`src/rtl/pbuf_pkg.sv`:
```
package pbuf_pkg;
  localparam int unsigned PORT_W   = 8;
  localparam int unsigned SEL_N    = 2;
  localparam int unsigned EN_BIT   = 7;

  typedef enum logic [1:0] {
    DIR_IDLE = 2'd0,
    DIR_WR   = 2'd1,
    DIR_RD   = 2'd2,
    DIR_BAD  = 2'd3
  } dir_e;
endpackage

```
`src/rtl/pbuf_mode_reg.sv`:
```
module pbuf_mode_reg #(
  parameter int unsigned W      = 8,
  parameter int unsigned EN_BIT = 7
) (
  input  logic         clk_i,
  input  logic         rst_ni,
  input  logic         we_i,
  input  logic [W-1:0] wdata_i,
  output logic [W-1:0] mode_o,
  output logic         en_o
);
  logic [W-1:0] mode_q;

  always_ff @(posedge clk_i or negedge rst_ni) begin
    if (!rst_ni)   mode_q <= '0;
    else if (we_i) mode_q <= wdata_i;
  end

  assign mode_o = mode_q;
  assign en_o   = mode_q[EN_BIT];
endmodule

```
`src/rtl/pbuf_dir_ctrl.sv`:
```
module pbuf_dir_ctrl
  import pbuf_pkg::*;
#(
  parameter int unsigned W     = 8,
  parameter int unsigned SEL_N = 2
) (
  input  logic             clk_i,
  input  logic             rst_ni,
  input  logic             en_i,
  input  logic [SEL_N-1:0] psel_i,
  input  logic             rd_i,
  input  logic             wr_i,
  input  logic [W-1:0]     wdata_i,
  input  logic [W-1:0]     pad_i,
  output logic             drv_o,
  output logic [W-1:0]     data_o,
  output logic [W-1:0]     rdata_o,
  output logic             err_o
);
  dir_e         dir_d;
  logic         sel;
  logic         drv_q, err_q;
  logic [W-1:0] data_q, rdata_q;

  assign sel = |psel_i;

  always_comb begin
    dir_d = DIR_IDLE;
    if (en_i && sel) begin
      unique case ({rd_i, wr_i})
        2'b01:   dir_d = DIR_WR;
        2'b10:   dir_d = DIR_RD;
        2'b11:   dir_d = DIR_BAD;
        default: dir_d = DIR_IDLE;
      endcase
    end
  end

  always_ff @(posedge clk_i or negedge rst_ni) begin
    if (!rst_ni) begin
      drv_q   <= 1'b0;
      data_q  <= '0;
      rdata_q <= '0;
      err_q   <= 1'b0;
    end else begin
      drv_q   <= (dir_d == DIR_WR);
      rdata_q <= (dir_d == DIR_RD) ? pad_i : '0;
      if (dir_d == DIR_WR)  data_q <= wdata_i;
      if (dir_d == DIR_BAD) err_q  <= 1'b1;
    end
  end

  assign drv_o   = drv_q;
  assign data_o  = data_q;
  assign rdata_o = rdata_q;
  assign err_o   = err_q;
endmodule

```
`src/rtl/pbuf_pin_mux.sv`:
```
module pbuf_pin_mux #(
  parameter int unsigned W = 8
) (
  input  logic         en_i,
  input  logic         drv_i,
  input  logic [W-1:0] data_i,
  input  logic [W-1:0] gpio_out_i,
  input  logic [W-1:0] gpio_oe_i,
  input  logic [W-1:0] pad_i,
  output logic [W-1:0] pad_o,
  output logic [W-1:0] pad_oe_o,
  output logic [W-1:0] gpio_in_o
);
  for (genvar i = 0; i < W; i++) begin : g_pin
    assign pad_o[i]     = en_i ? data_i[i] : gpio_out_i[i];
    assign pad_oe_o[i]  = en_i ? drv_i     : gpio_oe_i[i];
    // general input path is cut while the port serves the peripheral
    assign gpio_in_o[i] = pad_i[i] & ~en_i;
  end
endmodule

```
`src/rtl/pbuf_top.sv`:
```
module pbuf_top
  import pbuf_pkg::*;
#(
  parameter int unsigned W      = PORT_W,
  parameter int unsigned NSEL   = SEL_N,
  parameter int unsigned MODE_EN = EN_BIT
) (
  input  logic            clk_i,
  input  logic            rst_ni,
  input  logic            cfg_we_i,
  input  logic [7:0]      cfg_wdata_i,
  output logic [7:0]      mode_o,
  input  logic            bus_rd_i,
  input  logic            bus_wr_i,
  input  logic [NSEL-1:0] psel_i,
  input  logic [W-1:0]    bus_wdata_i,
  output logic [W-1:0]    bus_rdata_o,
  input  logic [W-1:0]    pad_i,
  output logic [W-1:0]    pad_o,
  output logic [W-1:0]    pad_oe_o,
  input  logic [W-1:0]    gpio_out_i,
  input  logic [W-1:0]    gpio_oe_i,
  output logic [W-1:0]    gpio_in_o,
  output logic            err_o
);
  logic         en;
  logic         drv;
  logic [W-1:0] data;

  pbuf_mode_reg #(.W(8), .EN_BIT(MODE_EN)) u_mode (
    .clk_i   (clk_i),
    .rst_ni  (rst_ni),
    .we_i    (cfg_we_i),
    .wdata_i (cfg_wdata_i),
    .mode_o  (mode_o),
    .en_o    (en)
  );

  pbuf_dir_ctrl #(.W(W), .SEL_N(NSEL)) u_dir (
    .clk_i   (clk_i),
    .rst_ni  (rst_ni),
    .en_i    (en),
    .psel_i  (psel_i),
    .rd_i    (bus_rd_i),
    .wr_i    (bus_wr_i),
    .wdata_i (bus_wdata_i),
    .pad_i   (pad_i),
    .drv_o   (drv),
    .data_o  (data),
    .rdata_o (bus_rdata_o),
    .err_o   (err_o)
  );

  pbuf_pin_mux #(.W(W)) u_mux (
    .en_i       (en),
    .drv_i      (drv),
    .data_i     (data),
    .gpio_out_i (gpio_out_i),
    .gpio_oe_i  (gpio_oe_i),
    .pad_i      (pad_i),
    .pad_o      (pad_o),
    .pad_oe_o   (pad_oe_o),
    .gpio_in_o  (gpio_in_o)
  );
endmodule

```
`config.mk`:
```
export PLATFORM = sky130hd
export DESIGN_NAME = pbuf_top
export DESIGN_NICKNAME = d
export VERILOG_FILES = /design/src/rtl/pbuf_pkg.sv /design/src/rtl/pbuf_mode_reg.sv /design/src/rtl/pbuf_dir_ctrl.sv /design/src/rtl/pbuf_pin_mux.sv /design/src/rtl/pbuf_top.sv
export SDC_FILE = /design/constraint.sdc
export NUM_CORES = 1
export LEC_CHECK = 0
export BUFFER_PORTS_ARGS = -buffer_cell sky130_fd_sc_hd__buf_2
export CORE_ASPECT_RATIO = 1.2
export CORE_MARGIN = 2
export CORE_UTILIZATION = 37
export CTS_CLUSTER_DIAMETER = 40
export DETAILED_ROUTE_END_ITERATION = 7
export PLACE_DENSITY = 0.76
export SYNTH_ARGS = -nofsm -noshare
export SYNTH_HDL_FRONTEND = slang
export SYNTH_HIERARCHICAL = 1
export SYNTH_SLANG_ARGS = --single-unit
```
`constraint.sdc`:
```
create_clock -name clk_i -period 1.3 [get_ports clk_i]
set_input_delay 0.065 -clock clk_i [delete_from_list [all_inputs] [get_ports clk_i]]
set_output_delay 0.065 -clock clk_i [all_outputs]
set_load 0.05 [all_outputs]
```
==> impl_results.md, run 1 <==
- Clock root buffer: clkbuf_8
- Synth Cell Area: 1290 um^2
- P&R area growth vs syn: 63.3%
- Top Metal Used: met4
- Worst Setup Path Type: flip-flop to output port
- Placeable Area: around 3300 um^2
- # rows: 23
- PwrDens: 1250 nW/um^2
- Global-route wire length before repair: roughly 5300 um
- Seq/Total Area, Yosys: 50.4%
- I/O Buffers: 87
- CP Launch Type: flip-flop
- WHS: 0.0222 ns
- Clk_lat worst skew: 0.26 ns
- Die Span Y: 68.7 um
- Ant. Diodes: 0
- Clock sinks: 26
- Rel. slew slack: 62.4%
- Critical Path Sink Type: output port
- LEAKAGE: 1.12 nW
- Area leader, netlist: dfrtp_1
- Htree depth: 1
- Register bit total from synthesis: 26
- Hold Path Class: input pin to flip-flop
- Max Freq: 698 MHz
- DR vias: 1049
- CTS Buffer Depth: 2
- CP endpoint: pad_oe_o[2]
- Main area contributors after synthesis: dfrtp_1 (50%), mux2_4 (23%), mux2_2 (10%)
- Initial antenna violation count: 0
- Failing checks: negative setup slack
- Vias per Instance: around 4.8
- Total Routing Usage GR: 17.5%
- Die Wd: 57.9 um
- Setup violations, final: 38
- Ys Warns: 6
- MaxCap Viol Count: 0
- Synth Net Count: ~130
- RSZ-0062 raised after global routing: yes
- Worst path required time: 1.24 ns
- Status: finished, violations left
- Reg2Reg Capture Point: u_dir/rdata_o[3]
- Max-slew violations: 0
- Effective utilization at floorplan: 38.7%
- Routed len/inst: around 15 um
- Crit path cell chain: buf_12 > mux2_4 > buf_8
- Period Utilization, post-route: 110%
- CTS tree: yes
- Slowest cell on the critical path: dfrtp_2
- Area share of the largest cell type after synthesis: 50.4%
- # DRC: 0
- Worst-path maximum fanout: 7
- DRT antenna net count: 0
- Initial detailed-routing violation count: 19
- Drt pass-1 iters: 4
- Share of cells above drive strength 1: 78.5%
- Reg2Reg Depth: 6
- Largest net degree at the start of global routing: 27
- Clock Skews: about 0.0032 ns
- Met3 WL post-DR: 283 um
- Final Hold Viols: 0
- Slowest stage delay, CP: around 0.47 ns
- Die area: between 3000 and 4000 um^2
- Synth cell types: 14
- R2R Setup Slk: -0.09 ns
- HPWL after DPL: approximately 2300 um
- GRT overflow: 0
- Final TNS setup: -3.28 ns
- Final nets: 230
- WL met1: 1260 um
- Critical R2R Launch: u_mode/mode_o[7]
- Met2 wire len: about 1800 um
- Vias in the first global route: 1117
- Crit path from: u_mode/mode_o[7]
- Clk pin slew, worst setup/hold paths: 0.08 ns
- VDD IR max: 0.850 mV
- Crit path DAT: around 1.4 ns
- Worst-margin pin slew: ~0.56 ns
- Drt total wl: 3380 um
- IO Pins: roughly 90
- RePlAce Congestion: 0.768
- Tmin final: 1.43 ns
- Mean post-synth cell area: 15.2 um^2
- Mapped Cells: between 80 and 90
- Final WS setup: -0.132 ns
- CTS buffer count: 3
[layout make-up]
class	count	area, um^2
timing repair buffer	98	749
sequential	26	652
fill	259	1230
multi-input combinational	53	616
tap	37	46.3
clock buffer	3	41.3
inverter	1	3.75
[cell families after synthesis]
family | count (synthesis) | share of synthesized area, %
mux | 32 | 33.7
buf+inv | 6 | 5.04
simple gates | 18 | 9.30
compound gates | 3 | 1.55
flops | 26 | 50.4
[placed cells by master (no fill, tap or decap)]
cell	Yosys	layout
and2_1	8	8
buf_12	1	2
buf_2	0	62
buf_4	1	5
buf_6	3	21
buf_8	0	6
clkbuf_16	0	1
clkbuf_8	0	3
dfrtp_1	26	25
dfrtp_2	0	1
dlygate4sd3_1	0	1
inv_1	1	1
mux2_2	12	8
mux2_4	20	24
nor2_1	1	1
nor2b_2	0	7
nor2b_4	0	1
nor3_4	1	1
o211ai_1	1	1
o21ai_1	1	1
o21bai_1	1	1
[worst min-delay path by stage]
| stage | start | endpoint | slack [ns] | cells past startpoint |
|---|---|---|---|---|
| 2_1_floorplan | rst_ni | u_dir/data_o[0] | -0.23 | 0 |
| 3_3_place_gp | rst_ni | u_mode/mode_o[1] | 0.07 | 1 |
| 3_5_place_dp | rst_ni | u_dir/rdata_o[5] | 0.09 | 1 |
| 4_1_cts | pad_i[0] | u_dir/rdata_o[0] | 0.02 | 2 |
| 5_1_grt | pad_i[5] | u_dir/rdata_o[5] | 0.02 | 2 |
| 6_report | pad_i[0] | u_dir/rdata_o[0] | 0.02 | 2 |
[stage by stage]
stage	cells	util [%]	power (mW)	worst slack [ns]	instance area, um^2
floorplan	85	-	1.76	-0.136	1290
finish	218	63.2	2.64	-0.132	2110
global placement	208	52.9	1.96	0.0441	1770
detailed placement	208	52.9	1.98	-0.00402	1770
CTS	217	62.6	2.64	-0.146	2090
global route	218	63.2	2.76	-0.172	2110
[cells in the mapped netlist, drive strengths merged]
cell and number:
o211ai 1, mux2 32, dfrtp 26, nor2b 8, inv 1, o21ai 1, and2 8, buf 5
o21bai 1, nor2 1, nor3 1
[report_power, final]
part           internal, mW  leakage, nW  switching [mW]
registers             0.907        0.320          0.0630
clock network         0.207       0.0216           0.226
logic                 0.552        0.782           0.684
[worst max-delay path: cells and delay by family (launching register included)]
kind	cells	cell delay [ns]
buffers and inverters	2	0.31
multiplexers	1	0.31
flip-flops	1	0.47
[routing by layer]
| metal | up-vias | global-route usage [%] |
|---|---|---|
| li1 | 485 | - |
| met1 | 498 | 20.3 |
| met2 | 64 | 32.1 |
| met3 | 2 | 4.85 |
| met4 | 0 | 4.36 |
| met5 | - | 0 |
[flip-flops by register name, summed over array words and instances, names as in the netlist]
name,count
u_dir/rdata_o,8
u_dir/data_o,8
u_dir/err_o,1
u_mode/mode_o,8
u_dir/drv_o,1
[repair_timing]
action                                 CTS  global route
endpoints found under the hold margin   26             0
pin swaps                                0             1
hold buffers                             1             0
setup buffers                            4             1
gates cloned                             1             0
setup endpoints to repair               32            40
gates resized for setup                 69             5
No activity file was read; power rests on OpenSTA's default activity.
==> run 2, diff against run 1 <==
--- a/config.mk
+++ b/config.mk
@@ -5,13 +5,13 @@
 export SDC_FILE = /design/constraint.sdc
 export NUM_CORES = 1
 export LEC_CHECK = 0
-export BUFFER_PORTS_ARGS = -buffer_cell sky130_fd_sc_hd__buf_2
 export CORE_ASPECT_RATIO = 1.2
 export CORE_MARGIN = 2
-export CORE_UTILIZATION = 37
+export CORE_UTILIZATION = 55
 export CTS_CLUSTER_DIAMETER = 40
 export DETAILED_ROUTE_END_ITERATION = 7
-export PLACE_DENSITY = 0.76
+export DONT_BUFFER_PORTS = 1
+export PLACE_DENSITY = 0.73
 export SYNTH_ARGS = -nofsm -noshare
 export SYNTH_HDL_FRONTEND = slang
 export SYNTH_HIERARCHICAL = 1
==> impl_results.md, run 2 (synthesis results as in run 1) <==
- PwrDens: 1270 nW/um^2 (+1.5%)
- Status: finished, violations left
- Vias per Instance: 5.26 (+9.4%)
- Final instance area: 1830 um^2 (-13%)
- WL met1: 1050 um (-16%)
- DR vias: 858 (-18%)
- Storage cell area: 652 um^2 (unchanged)
- Critical Path Sink Type: output port
- HPWL after DPL: 1780 um (-23%)
- Final nets: 180 (-22%)
- Initial antenna violation count: 0 (unchanged)
- Worst Setup Path Type: flip-flop to output port
- Max Freq: 711 MHz (+1.9%)
- Max-slew violations: 0 (unchanged)
- Reg2Reg Capture Point: u_dir/rdata_o[5]
- Critical R2R Launch: u_mode/mode_o[7]
- DRT antenna net count: 0 (unchanged)
- Met3 WL post-DR: 296 um (+4.6%)
- CTS Buffer Depth: 2 (unchanged)
- GRT overflow: 0 (unchanged)
- Effective utilization at floorplan: 57.2% (+18 points)
- Vias in the first global route: 955 (-15%)
- Setup violations, final: 32 (-16%)
- Final TNS setup: -2.36 ns (+0.919 ns)
- Ant. Diodes: 0 (unchanged)
- Period Utilization, post-route: 108% (-2.0 points)
- # DRC: 0 (unchanged)
- Combinational share of power: 42.7% (-4.1 points)
- Share of cells above drive strength 1: 49.2% (-29 points)
- Htree depth: 1 (unchanged)
- CTS tree: yes
- Worst-margin pin slew: 0.527 ns (-0.0371 ns)
- Drt total wl: 2990 um (-11%)
- Crit path DAT: 1.34 ns (-0.03 ns)
- IO Pins: 88 (unchanged)
- Final cell count without fillers: 163 (-25%)
- Post-DP Area: 1430 um^2 (-19%)
- Cell internal pwr: 1.41 mW (-15%)
- Die area: 2750 um^2 (-31%)
- Number of fill cells: 130 (-50%)
- LEAKAGE: 0.863 nW (-23%)
- P&R area growth vs syn: 41.7%
- R2R Setup Slk: -0.05 ns (+0.04 ns)
- CP Launch Type: flip-flop
- Most frequent cells in the layout: dlygate4sd3_1 (28), dfrtp_1 (25), mux2_4 (24)
- WHS: 0.0333 ns (+0.0111 ns)
- RePlAce Congestion: 0.717 (-6.7%)
- Reg2Reg Depth: 4 (-2)
- Largest net degree at the start of global routing: 27 (unchanged)
- Rel. slew slack: 64.8% (+2.4 points)
- Initial detailed-routing violation count: 5 (-14)
- Clock root buffer: clkbuf_4
- Postcts setup bufs: 0 (-4)
- Placeable Area: 2260 um^2 (-32%)
- Die Wd: 48.2 um (-17%)
- Tmin final: 1.41 ns (-0.0265 ns)
- Layout Utilization: 81.0% (+18 points)
- Number of instances in the placed design: 130 (-38%)
- Sw Share: 39.4% (+2.5 points)
- Pre-CTS setup slack: -0.0543 ns (-0.0503 ns)
- Die Span Y: 57.1 um (-17%)
- Routed len/inst: 18.4 um (+19%)
- MaxCap Viol Count: 0 (unchanged)
- Clock sinks: 26 (unchanged)
- Global-route wire length before repair: 4240 um (-20%)
- Clock Skews: 0.00870 ns (+0.00552 ns)
- Clk pin slew, worst setup/hold paths: 0.14 ns (+0.06 ns)
- Clock power frac: 14.8% (-1.6 points)
- Final WS setup: -0.106 ns (+0.0265 ns)
- RSZ-0062 raised after global routing: yes
- Clk_lat worst skew: 0.31 ns (+0.05 ns)
- Total Routing Usage GR: 21.8% (+4.2 points)
- CTS buffer count: 3 (unchanged)
- NetSw: 0.915 mW (-6.0%)
- Worst path required time: 1.24 ns (about the same)
- Tot Pwr: 2.32 mW (-12%)
- Met2 wire len: 1630 um (-11%)
- Drt pass-1 iters: 3 (-1)
- Most common cell after layout, fill and taps aside: dlygate4sd3_1
- Area of the multi-input gates: 611 um^2 (-0.81%)
- Failing checks: negative setup slack
- Sequential power share: 42.5% (+5.7 points)
- # rows: 19 (-17%)
- Hold Path Class: input pin to flip-flop
- VDD IR max: 0.910 mV (+7.0%)
- Worst-path maximum fanout: 16 (+9)
- Crit path from: u_mode/mode_o[7]
- Final Hold Viols: 0 (unchanged)
- CP endpoint: pad_oe_o[1]
- I/O Buffers: 0 (-100%)
- Top Metal Used: met4
[run 2: power groups by stage]
stage | Clock, mW | Sequential, mW | Combinational (mW)
after floorplan | 0 | 1.07 | 0.689
after global placement | 0 | 0.993 | 0.835
after detailed placement | 0 | 0.998 | 0.844
after CTS | 0.352 | 0.985 | 0.978
after global routing | 0.382 | 1.00 | 1.04
final | 0.344 | 0.987 | 0.994
[run 2: per-layer routing]
layer / vias up / track usage [%]
met4: 0 / 5.79
li1: 380 / -
met3: 2 / 6.33
met5: - / 0
met2: 56 / 39.1
met1: 420 / 23.4
[run 2: how the worst min path moves through the flow]
stage,slack [ns],cells after the start,from,end
after floorplan,-0.23,0,rst_ni,u_dir/data_o[0]
after global placement,-0.23,0,rst_ni,u_dir/data_o[6]
after detailed placement,-0.23,0,rst_ni,u_dir/data_o[1]
after CTS,0.03,2,psel_i[0],u_dir/err_o
after global routing,0.05,2,psel_i[0],u_dir/err_o
final,0.03,2,psel_i[0],u_dir/err_o
[run 2: layout make-up]
type                            count  area share (%)
Tap cell                           31            2.12
Clock buffer                        4            1.44
Inverter                            1           0.205
Multi-Input combinational cell     53            33.4
Timing Repair Buffer               48            27.2
Sequential cell                    26            35.6
[run 2: repair_timing]
item / 4_1_cts / 5_1_grt
gates resized for setup: 17 / 6
cloned: 0 / 0
endpoints found under the setup margin: 32 / 40
pin swaps: 0 / 0
hold endpoints to repair: 52 / 0
hold buffers: 29 / 0
[run 2: critical path, stage by stage, from the launching register on]
cell	delay [ns]
dfrtp_2	0.46
buf_12	0.17
mux2_4	0.39
==> run 3, diff against run 2 <==
--- a/config.mk
+++ b/config.mk
@@ -7,11 +7,12 @@
 export LEC_CHECK = 0
 export CORE_ASPECT_RATIO = 1.2
 export CORE_MARGIN = 2
-export CORE_UTILIZATION = 55
+export CORE_UTILIZATION = 65
 export CTS_CLUSTER_DIAMETER = 40
 export DETAILED_ROUTE_END_ITERATION = 7
 export DONT_BUFFER_PORTS = 1
-export PLACE_DENSITY = 0.73
+export GPL_TIMING_DRIVEN = 0
+export PLACE_DENSITY = 0.81
 export SYNTH_ARGS = -nofsm -noshare
 export SYNTH_HDL_FRONTEND = slang
 export SYNTH_HIERARCHICAL = 1
==> constraint.sdc (replaced) <==
create_clock -name clk_i -period 1.8 [get_ports clk_i]
set_input_delay 0.09 -clock clk_i [delete_from_list [all_inputs] [get_ports clk_i]]
set_output_delay 0.09 -clock clk_i [all_outputs]
set_load 0.05 [all_outputs]
==> impl_results.md, run 3 (synthesis results as in run 1) <==
- Status: finished, violations left
- Failing checks: negative setup slack
- Most common cell after layout, fill and taps aside: dlygate4sd3_1
- Share of cells above drive strength 1: 38.8% (-10 points)
- Most frequent cells in the layout: dlygate4sd3_1 (28), dfrtp_1 (26), mux2_4 (20)
- VDD IR max: 0.625 mV (-31%)
- P&R area growth vs syn: 29.8%
- Worst-margin pin slew: 0.974 ns (+0.448 ns)
- Max Freq: between 500 and 600 MHz
- Setup violations, final: 7 (-78%)
- Tmin final: 1.97 ns
- GRT overflow: 0 (unchanged)
- R2R Setup Slk: 0.19 ns (+0.24 ns)
- Min-delay src: psel_i[0]
- Reg2Reg Capture Point: u_dir/drv_o
- Clock root buffer: clkbuf_4
- Die Span Y: 52.8 um (-7.4%)
- Final TNS setup: -1.05 ns (+1.31 ns)
- Worst Setup Path Type: flip-flop to output port
- PwrDens: 994 nW/um^2 (-22%)
- # rows: 17 (-2)
- LEAKAGE: 0.790 nW (-8.4%)
- Routed len/inst: 21.7 um (+18%)
- DRT antenna net count: 0 (unchanged)
- Reg2Reg Depth: 3 (-1)
- HPWL after DPL: 1790 um (+0.53%)
- Vias in the first global route: 880 (-7.9%)
- Initial antenna violation count: 0 (unchanged)
- Total Routing Usage GR: 27.0% (+5.2 points)
- Clk_lat worst skew: 0.32 ns (about the same)
- I/O Buffers: 0 (unchanged)
- Clk pin slew, worst setup/hold paths: 0.14 ns (about the same)
- Htree depth: 1 (unchanged)
- Vias per Instance: 6.04 (+15%)
- Clock Skews: 0.0111 ns (+0.00237 ns)
- Die area: 2360 um^2 (-14%)
- CTS buffer count: 3 (unchanged)
- RePlAce Congestion: 0.654 (-8.8%)
- Final instance area: 1680 um^2 (-8.3%)
- Global-route wire length before repair: 4360 um (+2.9%)
- Effective utilization at floorplan: 69.8% (+13 points)
- Ant. Diodes: 0 (unchanged)
- Max-slew violations: 0 (unchanged)
- Storage cell area: 651 um^2 (-0.19%)
- # DRC: 0 (unchanged)
- Worst-path maximum fanout: 10 (-6)
- WHS: 0.0518 ns (+0.0186 ns)
- Worst path required time: 1.71 ns (+0.47 ns)
- Final nets: 169 (-6.1%)
- Hold Path Cell Cnt: 2 (unchanged)
- IO Pins: 88 (unchanged)
- CP Launch Type: flip-flop
- Period Utilization, post-route: 110%
- CTS tree: yes
- CTS Buffer Depth: 2 (unchanged)
- Largest net degree at the start of global routing: 27 (unchanged)
- Final WS setup: -0.171 ns (-0.0653 ns)
- Number of fill cells: 74 (-43%)
- Post-DP Area: 1320 um^2 (-7.7%)
- Placeable Area: 1850 um^2 (-18%)
- Crit path DAT: 1.88 ns (+0.54 ns)
- Area of the multi-input gates: 578 um^2 (-5.3%)
- Clock sinks: 26 (unchanged)
- Rel. slew slack: 34.9% (-30 points)
- DR vias: 846 (-1.4%)
- Final Hold Viols: 0 (unchanged)
- Critical Path Sink Type: output port
- Initial detailed-routing violation count: 8 (+3)
- Worst Hold Endpoint: u_dir/err_o
- Drt total wl: 3040 um (+1.6%)
- MaxCap Viol Count: 0 (unchanged)
- RSZ-0062 raised after global routing: yes
- Critical R2R Launch: u_mode/mode_o[7]
- Hold Path Class: input pin to flip-flop
- Die Wd: 44.7 um (-7.4%)
- Drt pass-1 iters: 5 (+2)
-- run 3: what timing repair did --
item | 4_1_cts | 5_1_grt
buffers inserted | 0 | 3
hold endpoints to repair | 52 | 0
hold buffers | 29 | 0
resized for setup | 1 | 0
pin swaps | 0 | 1
endpoints found under the setup margin | 8 | 8
-- run 3: per-stage QoR --
stage / util, % / setup slack (ns) / power, mW / std cells
global route: 90.6 / -0.233 / 1.72 / 140
global placement: 71.1 / 0.257 / 1.29 / 104
detailed placement: 71.1 / 0.241 / 1.31 / 104
CTS: 89.4 / -0.110 / 1.65 / 137
finish: 90.6 / -0.171 / 1.67 / 140
floorplan: - / 0.339 / 1.27 / 85
-- run 3: cell type report --
class / count / share of cell area [%]
Timing Repair Buffer: 32 / 19.3
Buffer: 5 / 3.66
Clock buffer: 4 / 2.16
Inverter: 1 / 0.224
Multi-Input combinational cell: 53 / 34.5
Sequential cell: 26 / 38.8
Tap cell: 19 / 1.42
-- run 3: worst max-delay path by stage --
stage,startpoint,end,slack [ns],cells after the start
final,u_mode/mode_o[7],gpio_in_o[0],-0.17,3
after global routing,u_mode/mode_o[7],gpio_in_o[4],-0.23,3
after CTS,u_mode/mode_o[7],gpio_in_o[3],-0.11,3
after detailed placement,u_mode/mode_o[7],gpio_in_o[2],0.24,3
after global placement,u_mode/mode_o[7],gpio_in_o[2],0.26,3
after floorplan,u_mode/mode_o[7],gpio_in_o[0],0.34,3
-- run 3: report_power, final --
group	total, mW	leakage [nW]	switching, mW	internal, mW
logic	0.597	0.448	0.368	0.229
registers	0.776	0.321	0.123	0.653
clock network	0.293	0.0210	0.170	0.124
-- run 3: critical path, cell delays in order (launching register included) --
cell and delay [ns]:
dfrtp_1 0.49, buf_6 0.18, buf_6 0.14, nor2b_1 0.75
-- run 3: per-layer routing --
layer	share of wire, %	track usage [%]	vias up
met3	13	10.3	6
met4	1.0	7.58	0
met1	33	29.6	401
met5	0	0	-
li1	-	-	361
met2	53	47.3	78
